==> src/rtl/evbank_pkg.sv <==
package evbank_pkg;

    localparam int CNT_W  = 32;
    localparam int CTX_W  = 8;
    localparam int GRP_W  = 4;
    localparam int CODE_W = 7;

    typedef enum logic [1:0] {
        FLT_ALL   = 2'b00,
        FLT_GROUP = 2'b01,
        FLT_CTX   = 2'b10,
        FLT_RSVD  = 2'b11
    } flt_mode_e;

    typedef struct packed {
        logic [CTX_W-1:0]  ctx;
        flt_mode_e         fmode;
        logic [GRP_W-1:0]  grp;
        logic [CODE_W-1:0] code;
        logic              irq_en;
        logic              en_usr;
        logic              en_sup;
        logic              en_krn;
        logic              en_exc;
    } slot_cfg_t;

    function automatic slot_cfg_t cfg_from_word(input logic [CNT_W-1:0] w);
        slot_cfg_t c;
        c.ctx    = w[29:22];
        c.fmode  = flt_mode_e'(w[21:20]);
        c.grp    = w[19:16];
        c.code   = w[11:5];
        c.irq_en = w[4];
        c.en_usr = w[3];
        c.en_sup = w[2];
        c.en_krn = w[1];
        c.en_exc = w[0];
        return c;
    endfunction

    function automatic logic [CNT_W-1:0] cfg_to_word(input slot_cfg_t c, input logic more);
        return {more, 1'b0, c.ctx, c.fmode, c.grp, 4'b0000, c.code,
                c.irq_en, c.en_usr, c.en_sup, c.en_krn, c.en_exc};
    endfunction

    localparam logic [55:0] WIDE_BOTH = (56'd1 << 0)  | (56'd1 << 12) | (56'd1 << 13) |
                                        (56'd1 << 21) | (56'd1 << 22) | (56'd1 << 25) |
                                        (56'd1 << 38) | (56'd1 << 39) | (56'h3F << 50);
    localparam logic [55:0] WIDE_EVEN_DEF = WIDE_BOTH | (56'd1 << 18) | (56'd1 << 44);
    localparam logic [55:0] WIDE_ODD_DEF  = WIDE_BOTH | (56'd1 << 46) | (56'd1 << 48);

endpackage

==> src/rtl/evb_filter.sv <==
module evb_filter
    import evbank_pkg::*;
#(
    parameter int NUM_CODES = 56
) (
    input  slot_cfg_t              cfg,
    input  logic [NUM_CODES-1:0]   evt_vec,
    input  logic [NUM_CODES-1:0]   wide_mask,
    input  logic [CTX_W-1:0]       ctx_tag,
    input  logic [GRP_W-1:0]       grp_tag,
    input  logic                   priv_user,
    input  logic                   priv_super,
    input  logic                   priv_kern,
    input  logic                   exc_lvl,
    input  logic                   err_lvl,
    output logic                   hit
);

    localparam int IDX_W = $clog2(NUM_CODES);

    logic code_ok;
    logic fired;
    logic wide;
    logic mode_ok;
    logic tag_ok;

    always_comb begin
        code_ok = (32'(cfg.code) < NUM_CODES);
        fired   = 1'b0;
        wide    = 1'b0;
        if (code_ok) begin
            fired = evt_vec[cfg.code[IDX_W-1:0]];
            wide  = wide_mask[cfg.code[IDX_W-1:0]];
        end

        mode_ok = (cfg.en_usr & priv_user) |
                  (cfg.en_sup & priv_super) |
                  (cfg.en_krn & priv_kern) |
                  (cfg.en_exc & exc_lvl & ~err_lvl);

        unique case (cfg.fmode)
            FLT_ALL:   tag_ok = 1'b1;
            FLT_GROUP: tag_ok = (grp_tag == cfg.grp);
            FLT_CTX:   tag_ok = (ctx_tag == cfg.ctx);
            FLT_RSVD:  tag_ok = 1'b0;
            default:   tag_ok = 1'b0;
        endcase

        hit = fired & mode_ok & (wide | tag_ok);
    end

endmodule

==> src/rtl/evb_slot.sv <==
module evb_slot
    import evbank_pkg::*;
#(
    parameter int             NUM_CODES = 56,
    parameter bit             IS_ODD    = 1'b0,
    parameter logic [NUM_CODES-1:0] WIDE_EVEN = WIDE_EVEN_DEF[NUM_CODES-1:0],
    parameter logic [NUM_CODES-1:0] WIDE_ODD  = WIDE_ODD_DEF[NUM_CODES-1:0]
) (
    input  logic                 clk,
    input  logic                 rst_n,
    input  logic                 cfg_we,
    input  logic                 cnt_we,
    input  logic [CNT_W-1:0]     wr_data,
    input  logic [NUM_CODES-1:0] evt_even,
    input  logic [NUM_CODES-1:0] evt_odd,
    input  logic [CTX_W-1:0]     ctx_tag,
    input  logic [GRP_W-1:0]     grp_tag,
    input  logic                 priv_user,
    input  logic                 priv_super,
    input  logic                 priv_kern,
    input  logic                 exc_lvl,
    input  logic                 err_lvl,
    output slot_cfg_t            cfg_q,
    output logic [CNT_W-1:0]     cnt_q,
    output logic                 irq_o
);

    logic [NUM_CODES-1:0] pair_vec;
    logic [NUM_CODES-1:0] pair_mask;
    logic                 hit;

    generate
        if (IS_ODD) begin : g_odd
            assign pair_vec  = evt_odd;
            assign pair_mask = WIDE_ODD;
        end else begin : g_even
            assign pair_vec  = evt_even;
            assign pair_mask = WIDE_EVEN;
        end
    endgenerate

    evb_filter #(.NUM_CODES(NUM_CODES)) u_flt (
        .cfg       (cfg_q),
        .evt_vec   (pair_vec),
        .wide_mask (pair_mask),
        .ctx_tag   (ctx_tag),
        .grp_tag   (grp_tag),
        .priv_user (priv_user),
        .priv_super(priv_super),
        .priv_kern (priv_kern),
        .exc_lvl   (exc_lvl),
        .err_lvl   (err_lvl),
        .hit       (hit)
    );

    always_ff @(posedge clk) begin
        if (!rst_n) begin
            cfg_q <= '0;
            cnt_q <= '0;
        end else begin
            if (cfg_we) begin
                cfg_q <= cfg_from_word(wr_data);
            end
            if (cnt_we) begin
                cnt_q <= wr_data;
            end else if (hit) begin
                cnt_q <= cnt_q + 1'b1;
            end
        end
    end

    assign irq_o = cfg_q.irq_en & cnt_q[CNT_W-1];


    step_by_one_chk: assert property (@(posedge clk) disable iff (!rst_n)
        (!cnt_we && hit) |=> (cnt_q == $past(cnt_q) + 1'b1));


    write_wins_chk: assert property (@(posedge clk) disable iff (!rst_n)
        cnt_we |=> (cnt_q == $past(wr_data)));


    reserved_code_chk: assert property (@(posedge clk) disable iff (!rst_n)
        (!cnt_we && (32'(cfg_q.code) >= NUM_CODES)) |=> $stable(cnt_q));


    wrap_zero_chk: assert property (@(posedge clk) disable iff (!rst_n)
        (!cnt_we && hit && (&cnt_q)) |=> (cnt_q == '0));


    irq_clear_chk: assert property (@(posedge clk) disable iff (!rst_n)
        (cnt_we && !wr_data[CNT_W-1]) |=> !irq_o);

endmodule

==> src/rtl/evb_counter_bank.sv <==
module evb_counter_bank
    import evbank_pkg::*;
#(
    parameter int NUM_CTR   = 4,
    parameter int NUM_CODES = 56,
    parameter logic [NUM_CODES-1:0] WIDE_EVEN = WIDE_EVEN_DEF[NUM_CODES-1:0],
    parameter logic [NUM_CODES-1:0] WIDE_ODD  = WIDE_ODD_DEF[NUM_CODES-1:0],
    localparam int SLOT_W = $clog2(NUM_CTR),
    localparam int SEL_W  = SLOT_W + 1
) (
    input  logic                 clk,
    input  logic                 rst_n,
    input  logic [SEL_W-1:0]     sel,
    input  logic                 wr_en,
    input  logic [CNT_W-1:0]     wr_data,
    input  logic                 rd_en,
    output logic [CNT_W-1:0]     rd_data,
    input  logic [NUM_CODES-1:0] evt_even,
    input  logic [NUM_CODES-1:0] evt_odd,
    input  logic [CTX_W-1:0]     ctx_tag,
    input  logic [GRP_W-1:0]     grp_tag,
    input  logic                 priv_user,
    input  logic                 priv_super,
    input  logic                 priv_kern,
    input  logic                 exc_lvl,
    input  logic                 err_lvl,
    output logic                 irq
);

    slot_cfg_t        cfg_q   [NUM_CTR];
    logic [CNT_W-1:0] cnt_q   [NUM_CTR];
    logic [CNT_W-1:0] cfg_img [NUM_CTR];
    logic [NUM_CTR-1:0] irq_vec;
    logic [SLOT_W-1:0]  slot_sel;

    assign slot_sel = sel[SEL_W-1:1];

    generate
        for (genvar g = 0; g < NUM_CTR; g++) begin : g_slot
            logic cfg_we;
            logic cnt_we;
            assign cfg_we = wr_en && (slot_sel == SLOT_W'(g)) && !sel[0];
            assign cnt_we = wr_en && (slot_sel == SLOT_W'(g)) &&  sel[0];

            evb_slot #(
                .NUM_CODES(NUM_CODES),
                .IS_ODD   ((g % 2) == 1),
                .WIDE_EVEN(WIDE_EVEN),
                .WIDE_ODD (WIDE_ODD)
            ) u_slot (
                .clk       (clk),
                .rst_n     (rst_n),
                .cfg_we    (cfg_we),
                .cnt_we    (cnt_we),
                .wr_data   (wr_data),
                .evt_even  (evt_even),
                .evt_odd   (evt_odd),
                .ctx_tag   (ctx_tag),
                .grp_tag   (grp_tag),
                .priv_user (priv_user),
                .priv_super(priv_super),
                .priv_kern (priv_kern),
                .exc_lvl   (exc_lvl),
                .err_lvl   (err_lvl),
                .cfg_q     (cfg_q[g]),
                .cnt_q     (cnt_q[g]),
                .irq_o     (irq_vec[g])
            );

            assign cfg_img[g] = cfg_to_word(cfg_q[g], (g < NUM_CTR - 1));
        end
    endgenerate

    always_comb begin
        rd_data = '0;
        if (rd_en) begin
            rd_data = sel[0] ? cnt_q[slot_sel] : cfg_img[slot_sel];
        end
    end

    assign irq = |irq_vec;

endmodule

==> config.mk <==
export PLATFORM = sky130hd
export DESIGN_NAME = evb_counter_bank
export DESIGN_NICKNAME = d
export VERILOG_FILES = /design/src/rtl/evbank_pkg.sv /design/src/rtl/evb_filter.sv /design/src/rtl/evb_slot.sv /design/src/rtl/evb_counter_bank.sv
export SDC_FILE = /design/constraint.sdc
export NUM_CORES = 1
export LEC_CHECK = 0
export BUFFER_PORTS_ARGS = -buffer_cell sky130_fd_sc_hd__buf_4
export CORE_ASPECT_RATIO = 0.8
export CORE_MARGIN = 4
export CORE_UTILIZATION = 65
export DETAILED_ROUTE_END_ITERATION = 10
export PLACE_DENSITY = 0.84
export SETUP_SLACK_MARGIN = 0.2
export SLEW_MARGIN = 20
export SYNTH_ARGS = -nofsm -noshare
export SYNTH_HDL_FRONTEND = slang
export SYNTH_SLANG_ARGS = --single-unit
==> constraint.sdc <==
create_clock -name clk -period 6.96 [get_ports clk]
set_input_delay 1.392 -clock clk [delete_from_list [all_inputs] [get_ports clk]]
set_output_delay 1.392 -clock clk [all_outputs]
set_load 0.03 [all_outputs]
==> summary.md <==
| Metric | Value |
|---|---|
| Number of hold buffers added after CTS | 0 |
| Gr ovfl total | 0 |
| Register bit total from synthesis | ~240 |
| Clk buf depth | 3 |
| Row cnt | between 50 and 60 |
| Post-synthesis sequential area ratio | between 20% and 30% |
| CTS sink cnt | 236 |
| DIE WIDTH | ~190 µm |
| Unique masters post-synth | 93 |
| 1st-iter DRT viols | 2575 |
| DRC Markers | 0 |
| Worst-Margin Slew | around 1.1 ns |
| H-tree depth | 1 |
| Tot Pwr | 3370 µW |
| Max Clock Skew | around 0.011 ns |
| WL/cell | 24.4 µm |
| Number of nets in the layout | 2204 |
| Via/cell ratio | 7.17 |
| Syn avg cell area | 8.77 µm² |
| Initial antenna violation count | 2 |
| First-pass GRT wire length | 89900 µm |
| Resized cells post-CTS | 0 |
| Max-cap violations | 0 |
| Crit path launch type | primary input |
| DR vias | approximately 17000 |
| Post-DRT Antenna Nets | 0 |
| Asr flop ratio synth | 0% |
| Largest net degree at the start of global routing | 112 |
| Fin crit share | approximately 72% |
| Warnings, synthesis | 0 |
| CTS tree | built |
| Post-DP HPWL | 41400 µm |
| Worst Setup Slack, final | ~1.9 ns |
| Reg2reg setup slack | between 2 and 3 ns |
| Drt total wl | around 58000 µm |
| Area post-placement | 0.0184 mm² |
| Hold WS | about 0.49 ns |
| Layout cells sized above 1 | slightly above 20% |
| Fmax | around 200 MHz |
| RSZ-0062 raised after global routing | no |
| Fillcell total | ~1800 |
| Setup TNS | 0 ns |
| Critical Setup Path Class | primary input to output port |
| IO buf count | 200 |
| DIE AREA | between 0.02 and 0.03 mm² |
| Status | complete, no violations |
| Endpoints failing hold | 0 |
| Cells after synthesis | 1937 |
| CTS clk-pin slew, worst paths | ~0.07 ns |
| Top FF cell, synth | dfxtp_1 |
| Vias in the first global route | about 16000 |
| Endpoints failing setup | 0 |
| GRT Util Overall | a little under two fifths |
| Peak supply drop | 0.160 mV |
| Worst EP arrival | around 3.7 ns |
| CP required | about 5.6 ns |
| Mapped Nets | between 2000 and 2500 |
| Synth Cell Area | 0.0170 mm² |
| Core area | roughly 0.026 mm² |
| Tmin final | slightly above 5 ns |
| Number of synthesized flops with an enable pin | 0 |
| IO Pins | ~200 |
| Final Cell Area | about 0.019 mm² |
| Die H | between 150 and 200 µm |
| Post-CTS Setup Inserts | 0 |
| Number of CTS-inserted buffers | 24 |
| Initial Utilization | 66.6% |
| GP Congestion | approximately 0.98 |
| Clock latency on the worst-skew pair | ~0.53 ns |
| P per Cell Area | approximately 180 mW/mm² |
| Dpl ws | roughly 1.9 ns |
| Max-slew violation count | 0 |
| Area grow syn2layout | 12.9% |
| Leakage | between 0.006 and 0.007 µW |
| Worst hold path class | register to register |
| Slew headroom | 23.6% |
| Worst-path fanout max | 54 |
| Endpoint class of the critical path | output port |
| CTS Root Cell | clkbuf_16 |
| DRT Pass-1 Iters | 6 |
[critical path: stages]
cell and delay (ns):
buf_4 0.71, buf_4 0.47, mux4_2 0.57, mux2i_1 0.20
nor2b_1 0.07, buf_4 0.17
[flip-flops by register name, summed over array words and instances, names as in the netlist, named ones only]
register / cells
g_slot.u_slot.cnt_q: 128
g_slot.u_slot.cfg_q: 104
[routing by layer]
| metal | GRT usage [%] | vias up | part of all wire, % |
|---|---|---|---|
| met2 | 57.0 | 1272 | 43 |
| met5 | 0 | - | 0.017 |
| li1 | - | 7417 | - |
| met3 | 13.7 | 191 | 16 |
| met1 | 53.3 | 8245 | 37 |
| met4 | 10.7 | 2 | 3.1 |
[stage by stage]
step	instances	util (%)
after floorplan	1937	-
after CTS	2386	75.2
after global placement	2345	72.0
after global routing	2386	75.2
after detailed placement	2345	72.0
final	2388	75.2
[cell families after synthesis]
logic type / synth area share [%]
XOR/XNOR: 5.21
adder cells (fa/ha/maj): 1.18
AND/OR/NAND/NOR: 22.3
flip-flops: 27.8
buffers and inverters: 5.58
multiplexers: 19.0
AO/OA/AOI/OAI: 18.9
[cell usage in the layout, fill, tap and decap left out, types with 10 or more instances in the layout]
cell type  instances
nor2b_1           40
ha_1              16
and4_1            19
xor2_1            15
o21ai_0          128
nor3_1            26
nor2_1            40
o211ai_1          10
inv_1             43
or3_1             18
a31oi_1           49
nand3b_1          17
dfxtp_1          236
nand4b_1          13
buf_4            222
o31ai_1           16
nand3_1           76
mux2_2            22
nor4_1            34
mux4_2            96
or4_1             15
xnor2_1           86
a21oi_1           65
clkbuf_16         25
a21boi_0          97
nand4_1           44
nand2_1          279
and3_1            30
a211oi_1          11
mux2i_1           76
[worst paths after layout]
check | cells past startpoint | endpoint | start
setup / recovery | 6 | rd_data[3] | sel[2]
hold / removal | 2 | g_slot[2].u_slot.cfg_q[11] | g_slot[2].u_slot.cfg_q[11]
setup reg to reg | 7 | g_slot[1].u_slot.cnt_q[26] | g_slot[1].u_slot.cfg_q[6]
hold reg to reg | 2 | g_slot[2].u_slot.cfg_q[11] | g_slot[2].u_slot.cfg_q[11]
[synthesized netlist by cell type (all sizes together) (7+ instances only)]
master,number,area share (%)
a21o,7,0.31
a22oi,8,0.35
buf,61,2.3
inv,44,0.97
or4,15,0.66
nand2,280,6.2
a211oi,14,0.75
o211ai,10,0.44
dfxtp,236,28
a31oi,49,1.8
nor4,40,1.7
a31o,9,0.52
nand3b,17,0.75
nor2b,40,1.5
mux2,25,1.7
mux4,97,13
o31ai,16,0.71
a21oi,66,2.0
nor4b,14,0.96
or3,19,0.73
a21boi,101,4.5
ha,16,1.2
nand4,47,1.8
nand3,78,2.3
xnor2,86,4.4
nor2,41,1.0
o21ai,132,3.9
mux2i,76,4.5
and4,19,0.98
and3,30,1.1
xor2,15,0.77
clkbuf,105,2.3
nand4b,13,0.67
nor3,27,0.82
a2111oi,8,0.82
[report_power, final]
group / internal, µW / leakage, µW / switching, µW
Sequential: 1400 / 0.00192 / 87.7
Clock: 780 / 0.000397 / 565
Combinational: 244 / 0.00411 / 284
Total: 2430 / 0.00642 / 937
[area by class of cell]
type | instances | area, µm² | share of cell area (%)
antenna | 2 | 5.00 | 0.0261
clock buffer | 34 | 709 | 3.70
clock inverter | 7 | 85.1 | 0.443
timing repair buffer | 223 | 1680 | 8.75
tap | 351 | 439 | 2.29
sequential | 236 | 4720 | 24.6
inverter | 44 | 165 | 0.861
multi-input combinational | 1491 | 11400 | 59.3
Note: power is estimated with default switching activity, not from simulation.
